--- src/rtl/csmerge_pkg.sv ---
package csmerge_pkg;
  function automatic int unsigned prefix_levels(int unsigned w);
    int unsigned l;
    l = 0;
    while ((1 << l) < w) l++;
    return l;
  endfunction
endpackage

--- src/rtl/csmerge_black.sv ---
module csmerge_black (
  input  logic g_hi,
  input  logic p_hi,
  input  logic g_lo,
  input  logic p_lo,
  output logic g_out,
  output logic p_out
);
  assign g_out = g_hi | (p_hi & g_lo);
  assign p_out = p_hi & p_lo;
endmodule

--- src/rtl/csmerge_prefix.sv ---
module csmerge_prefix
  import csmerge_pkg::*;
#(
  parameter int unsigned SEG_W = 8
) (
  input  logic [SEG_W-1:0] a,
  input  logic [SEG_W-1:0] b,
  input  logic             cin,
  output logic [SEG_W-1:0] sum,
  output logic             cout
);
  localparam int unsigned LV = prefix_levels(SEG_W);

  logic [LV:0][SEG_W-1:0] gk;
  logic [LV:0][SEG_W-1:0] pk;
  logic [SEG_W:0]         cy;

  assign gk[0] = a & b;
  assign pk[0] = a ^ b;

  for (genvar l = 0; l < LV; l++) begin : g_lvl
    localparam int unsigned D = 1 << l;
    for (genvar i = 0; i < SEG_W; i++) begin : g_col
      if (i >= D) begin : g_cell
        csmerge_black u_blk (
          .g_hi (gk[l][i]),
          .p_hi (pk[l][i]),
          .g_lo (gk[l][i-D]),
          .p_lo (pk[l][i-D]),
          .g_out(gk[l+1][i]),
          .p_out(pk[l+1][i])
        );
      end else begin : g_pass
        assign gk[l+1][i] = gk[l][i];
        assign pk[l+1][i] = pk[l][i];
      end
    end
  end

  assign cy[0] = cin;
  for (genvar i = 0; i < SEG_W; i++) begin : g_carry
    assign cy[i+1] = gk[LV][i] | (pk[LV][i] & cin);
    assign sum[i]  = pk[0][i] ^ cy[i];
  end
  assign cout = cy[SEG_W];
endmodule

--- src/rtl/csmerge_top.sv ---
module csmerge_top #(
  parameter int unsigned WIDTH = 16,
  parameter int unsigned CUT   = 9
) (
  input  logic             clk,
  input  logic             rst,
  input  logic             in_vld,
  input  logic [WIDTH-1:0] in_sum,
  input  logic [WIDTH-1:0] in_cry,
  output logic             out_vld,
  output logic [WIDTH-1:0] out_data
);
  localparam int unsigned HI = WIDTH - CUT;

  // input isolation register
  logic             s0_vld;
  logic [WIDTH-1:0] s0_a;
  logic [WIDTH-1:0] s0_b;
  logic             unused_cry_msb;
  assign unused_cry_msb = in_cry[WIDTH-1];

  always_ff @(posedge clk) begin
    if (rst) begin
      s0_vld <= 1'b0;
      s0_a   <= '0;
      s0_b   <= '0;
    end else begin
      s0_vld <= in_vld;
      if (in_vld) begin
        s0_a <= in_sum;
        s0_b <= {in_cry[WIDTH-2:0], 1'b0};
      end
    end
  end

  // stage one: low segment
  logic [CUT-1:0] lo_sum;
  logic           lo_cout;
  csmerge_prefix #(.SEG_W(CUT)) u_lo (
    .a   (s0_a[CUT-1:0]),
    .b   (s0_b[CUT-1:0]),
    .cin (1'b0),
    .sum (lo_sum),
    .cout(lo_cout)
  );

  logic           s1_vld;
  logic [CUT-1:0] s1_lo;
  logic           s1_cy;
  logic [HI-1:0]  s1_ahi;
  logic [HI-1:0]  s1_bhi;

  always_ff @(posedge clk) begin
    if (rst) begin
      s1_vld <= 1'b0;
      s1_lo  <= '0;
      s1_cy  <= 1'b0;
      s1_ahi <= '0;
      s1_bhi <= '0;
    end else begin
      s1_vld <= s0_vld;
      if (s0_vld) begin
        s1_lo  <= lo_sum;
        s1_cy  <= lo_cout;
        s1_ahi <= s0_a[WIDTH-1:CUT];
        s1_bhi <= s0_b[WIDTH-1:CUT];
      end
    end
  end

  // stage two: high segment fed by the latched cut carry
  logic [HI-1:0] hi_sum;
  logic          hi_cout;
  csmerge_prefix #(.SEG_W(HI)) u_hi (
    .a   (s1_ahi),
    .b   (s1_bhi),
    .cin (s1_cy),
    .sum (hi_sum),
    .cout(hi_cout)
  );
  logic unused_hi_cout;
  assign unused_hi_cout = hi_cout;

  always_ff @(posedge clk) begin
    if (rst) begin
      out_vld  <= 1'b0;
      out_data <= '0;
    end else begin
      out_vld <= s1_vld;
      if (s1_vld) out_data <= {hi_sum, s1_lo};
    end
  end

  // reference arithmetic for the checks, separate from the prefix trees
  logic [CUT:0]  chk_lo;
  logic [HI-1:0] chk_hi;
  assign chk_lo = {1'b0, s0_a[CUT-1:0]} + {1'b0, s0_b[CUT-1:0]};
  assign chk_hi = s1_ahi + s1_bhi + HI'(s1_cy);

  assert_lo_sum_R3: assert property (@(posedge clk) disable iff (rst)
    s0_vld |=> s1_lo == $past(chk_lo[CUT-1:0]));

  assert_cut_carry_R4: assert property (@(posedge clk) disable iff (rst)
    s0_vld |=> s1_cy == $past(chk_lo[CUT]));

  assert_hi_sum_R5: assert property (@(posedge clk) disable iff (rst)
    s1_vld |=> out_data[WIDTH-1:CUT] == $past(chk_hi));

  assert_vld_step_R6: assert property (@(posedge clk) disable iff (rst)
    s1_vld |=> out_vld);

  assert_idle_hold_R7: assert property (@(posedge clk) disable iff (rst)
    !s1_vld |=> !out_vld && $stable(out_data));
endmodule

--- config.mk ---
export PLATFORM = sky130hd
export DESIGN_NAME = csmerge_top
export DESIGN_NICKNAME = d
export VERILOG_FILES = /design/src/rtl/csmerge_pkg.sv /design/src/rtl/csmerge_black.sv /design/src/rtl/csmerge_prefix.sv /design/src/rtl/csmerge_top.sv
export SDC_FILE = /design/constraint.sdc
export NUM_CORES = 1
export LEC_CHECK = 0
export CORE_MARGIN = 1
export CORE_UTILIZATION = 60
export DETAILED_ROUTE_END_ITERATION = 7
export DONT_BUFFER_PORTS = 1
export PLACE_DENSITY = 0.84
export REMOVE_ABC_BUFFERS = 1
export SETUP_SLACK_MARGIN = 0.3
export SLEW_MARGIN = 20
export SYNTH_ARGS = -nofsm -noshare
export SYNTH_HDL_FRONTEND = slang
export SYNTH_HIERARCHICAL = 1
export SYNTH_SLANG_ARGS = --single-unit
export TNS_END_PERCENT = 1
--- constraint.sdc ---
create_clock -name clk -period 2.1 [get_ports clk]
set_input_delay 0.105 -clock clk [delete_from_list [all_inputs] [get_ports clk]]
set_output_delay 0.105 -clock clk [all_outputs]
set_load 0.1 [all_outputs]
==> impl_summary.md <==
Status
The run finished, with violations left. The final reports fail on negative hold slack.

Finish
The net count of the finished layout is 476. The area taken by flip-flops and latches is 1480 sq um. Summing all non-filler instances in the final layout gives an area of 4490 sq um. The core occupancy in the finished layout is 79.6%. Leaving out fill and tap cells, the most frequent cells in the layout are dfxtp_1 (73), mux2i_1 (71), nor2_1 (71), dlygate4sd3_1 (60), a21o_1 (33). The count of cells in the finished layout, fillers not included, comes to 499. The proportion of layout cells with a drive suffix above 1 is between 15 and 20%. The number of diodes added for antenna fixing is 0. In the final layout, the multi-input gates occupy 1980 sq um. The area growth from synthesis to layout is 24.5%.

The library cell used most frequently in the layout, excluding fill and tap cells, is dfxtp_1. Fill cells in the final layout number 361.

Placement
The total of buffers placed on input and output ports is 0. Routability-driven placement finished with a final weighted congestion of 0.842. OpenSTA, run right after detailed placement, puts the worst setup slack at around 0.26 ns. The placed instances occupy a cell area of 3670 sq um.

Once placement completed, the tool counted placed cells totaling 424. The post-DP HPWL is 4.24 mm.

Clock network
No sink is reached through more buffers than the 2 on the longest clock path. The number of buffers inserted by post-CTS setup repair is 0. The number of clock sinks is 74. The H-tree depth is 3. After clock tree synthesis, the clock-pin slew on the worst setup and hold paths is 0.08 ns.

TritonCTS built the clock tree. The clock tree root driver cell is clkbuf_8. Clock latency on the worst-skew pair, taken at its later pin, is 0.35 ns. Clock tree synthesis inserted a total of 9 buffers.

Drt
The first detailed-routing pass took 4 iterations. The number of vias per cell after detailed routing is 5.31. For this block, the via count after detailed routing is roughly 2.7k. The mean routed wirelength per cell is 15.4 um.

The starting DRC count in detailed routing is 85. After detailed routing, the total wire length is 7.66 mm. After detailed routing, the number of remaining DRC violations is 0.

The detail route stage leaves a number of antenna-violating nets equal to 0.

Global route
The global-route wire length before repair is 12.4 mm. Entering global routing, the biggest net connects 75 pins. The remaining global-route overflow is 0. The combined global-route utilization of all metal layers is 25.5%.

The via count of the first global-routing pass is 2676. The number of antenna violations at the first check in global routing came to 0.

STA
The highest attainable clock frequency is about 550 MHz. The post-route worst setup slack is 0.275 ns. After layout, the minimum clock period comes to between 1.5 and 2 ns. Across the routed clock network, the largest skew measured is 0.00787 ns. The period utilization is 86.9%. Setup repair after global routing could not meet its margin everywhere. The count of pins over their slew limit came to 0. Setup violations remaining at the end of the flow were counted as 0. The setup TNS after final layout is 0 ns. The number of endpoints with negative hold slack in the final report was 14. The worst slack on hold paths is -0.172 ns.

Yosys
Synthesis produced 347 cells. The mapped netlist covers ~3600 sq um. During synthesis, Yosys emitted a total of 6 warnings. The per-instance average area after synthesis is 10.4 sq um.

Die
The vertical extent of the die is 79.5 um. The placeable core region is 5640 sq um. For this configuration, the core starts out at a cell density of between 60% and 70%.

The die outline area is 6330 sq um. The floorplan has 27 rows. From left edge to right edge, the die measures 79.5 um. 52 I/O pins were placed.

Run
Max-cap violations in this run came to 0.

Worst setup path
The kind of end point of the critical path is a flop. At the worst endpoint, the arrival time is 2.05 ns. The kind of critical path is flop to flop. Along the worst path, the maximum fanout reaches 3. The internal reg-to-reg setup slack is 0.27 ns. The worst setup path is launched from a flop. At the worst endpoint, the required time is 2.33 ns.

Power
For this design the static power due to leakage is 2.35 nW. The worst IR drop on VDD is around 520 uV. The total design power is 2.93 mW. The power per cell area is 652 nW/um^2.

Min path
The path class of the tightest hold or removal check is primary input to flop.
[per-layer routing]
metal  vias up  wire length, um  track usage, %
li1       1320                -               -
met4         0              124            10.0
met5         -                0               0
met1      1244             3400            30.5
met2        74             3680            42.6
met3        14              460            7.20
[path summary, 6_finish.rpt]
| kind | endpoint | depth (start not counted) | startpoint |
|---|---|---|---|
| worst max-delay path | s1_lo[2]$_SDFFE_PP0P_ | 7 | s0_a[1]$_SDFFE_PP0P_ |
| worst min-delay path | out_data[13]$_SDFFE_PP0P_ | 1 | rst |
| worst max register to register | s1_lo[2]$_SDFFE_PP0P_ | 7 | s0_a[1]$_SDFFE_PP0P_ |
| worst min register to register | out_data[11]$_SDFFE_PP0P_ | 2 | out_data[11]$_SDFFE_PP0P_ |
[worst max-delay path, cell delays in order, from the launching register on]
cell           delay (ns)
dfxtp_1              0.31
ha_1                 0.21
a21o_1               0.23
a21oi_2              0.15
xnor2_1              0.08
mux2i_1              0.13
nor2_1               0.05
dlygate4sd3_1        0.55
[layout make-up]
class | count | share of cell area, %
tap | 72 | 2.01
timing repair buffer | 80 | 16.7
multi-input combinational | 258 | 44.1
clock inverter | 3 | 0.892
sequential | 74 | 33.0
clock buffer | 12 | 3.23
[flip-flops by register name (all words and copies together), names as in the netlist]
signal,cells
out_data,16
s0_a,16
s0_b,15
s1_lo,9
s1_ahi,7
s1_bhi,7
out_vld,1
s0_vld,1
s1_cy,1
s1_vld,1
[timing repair]
action / CTS / global route
hold buffers: 58 / 2
endpoints found under the hold margin: 74 / 16
setup endpoints to repair: 3 / 16
gates cloned: 0 / 0
gates resized for setup: 3 / 2
[report_power, final]
group,switching [mW],internal (mW),total (mW)
Combinational,0.162,0.195,0.356
Sequential,0.0383,1.46,1.50
Clock,0.501,0.572,1.07
Total,0.701,2.23,2.93
(Power assumes the default switching activity.)
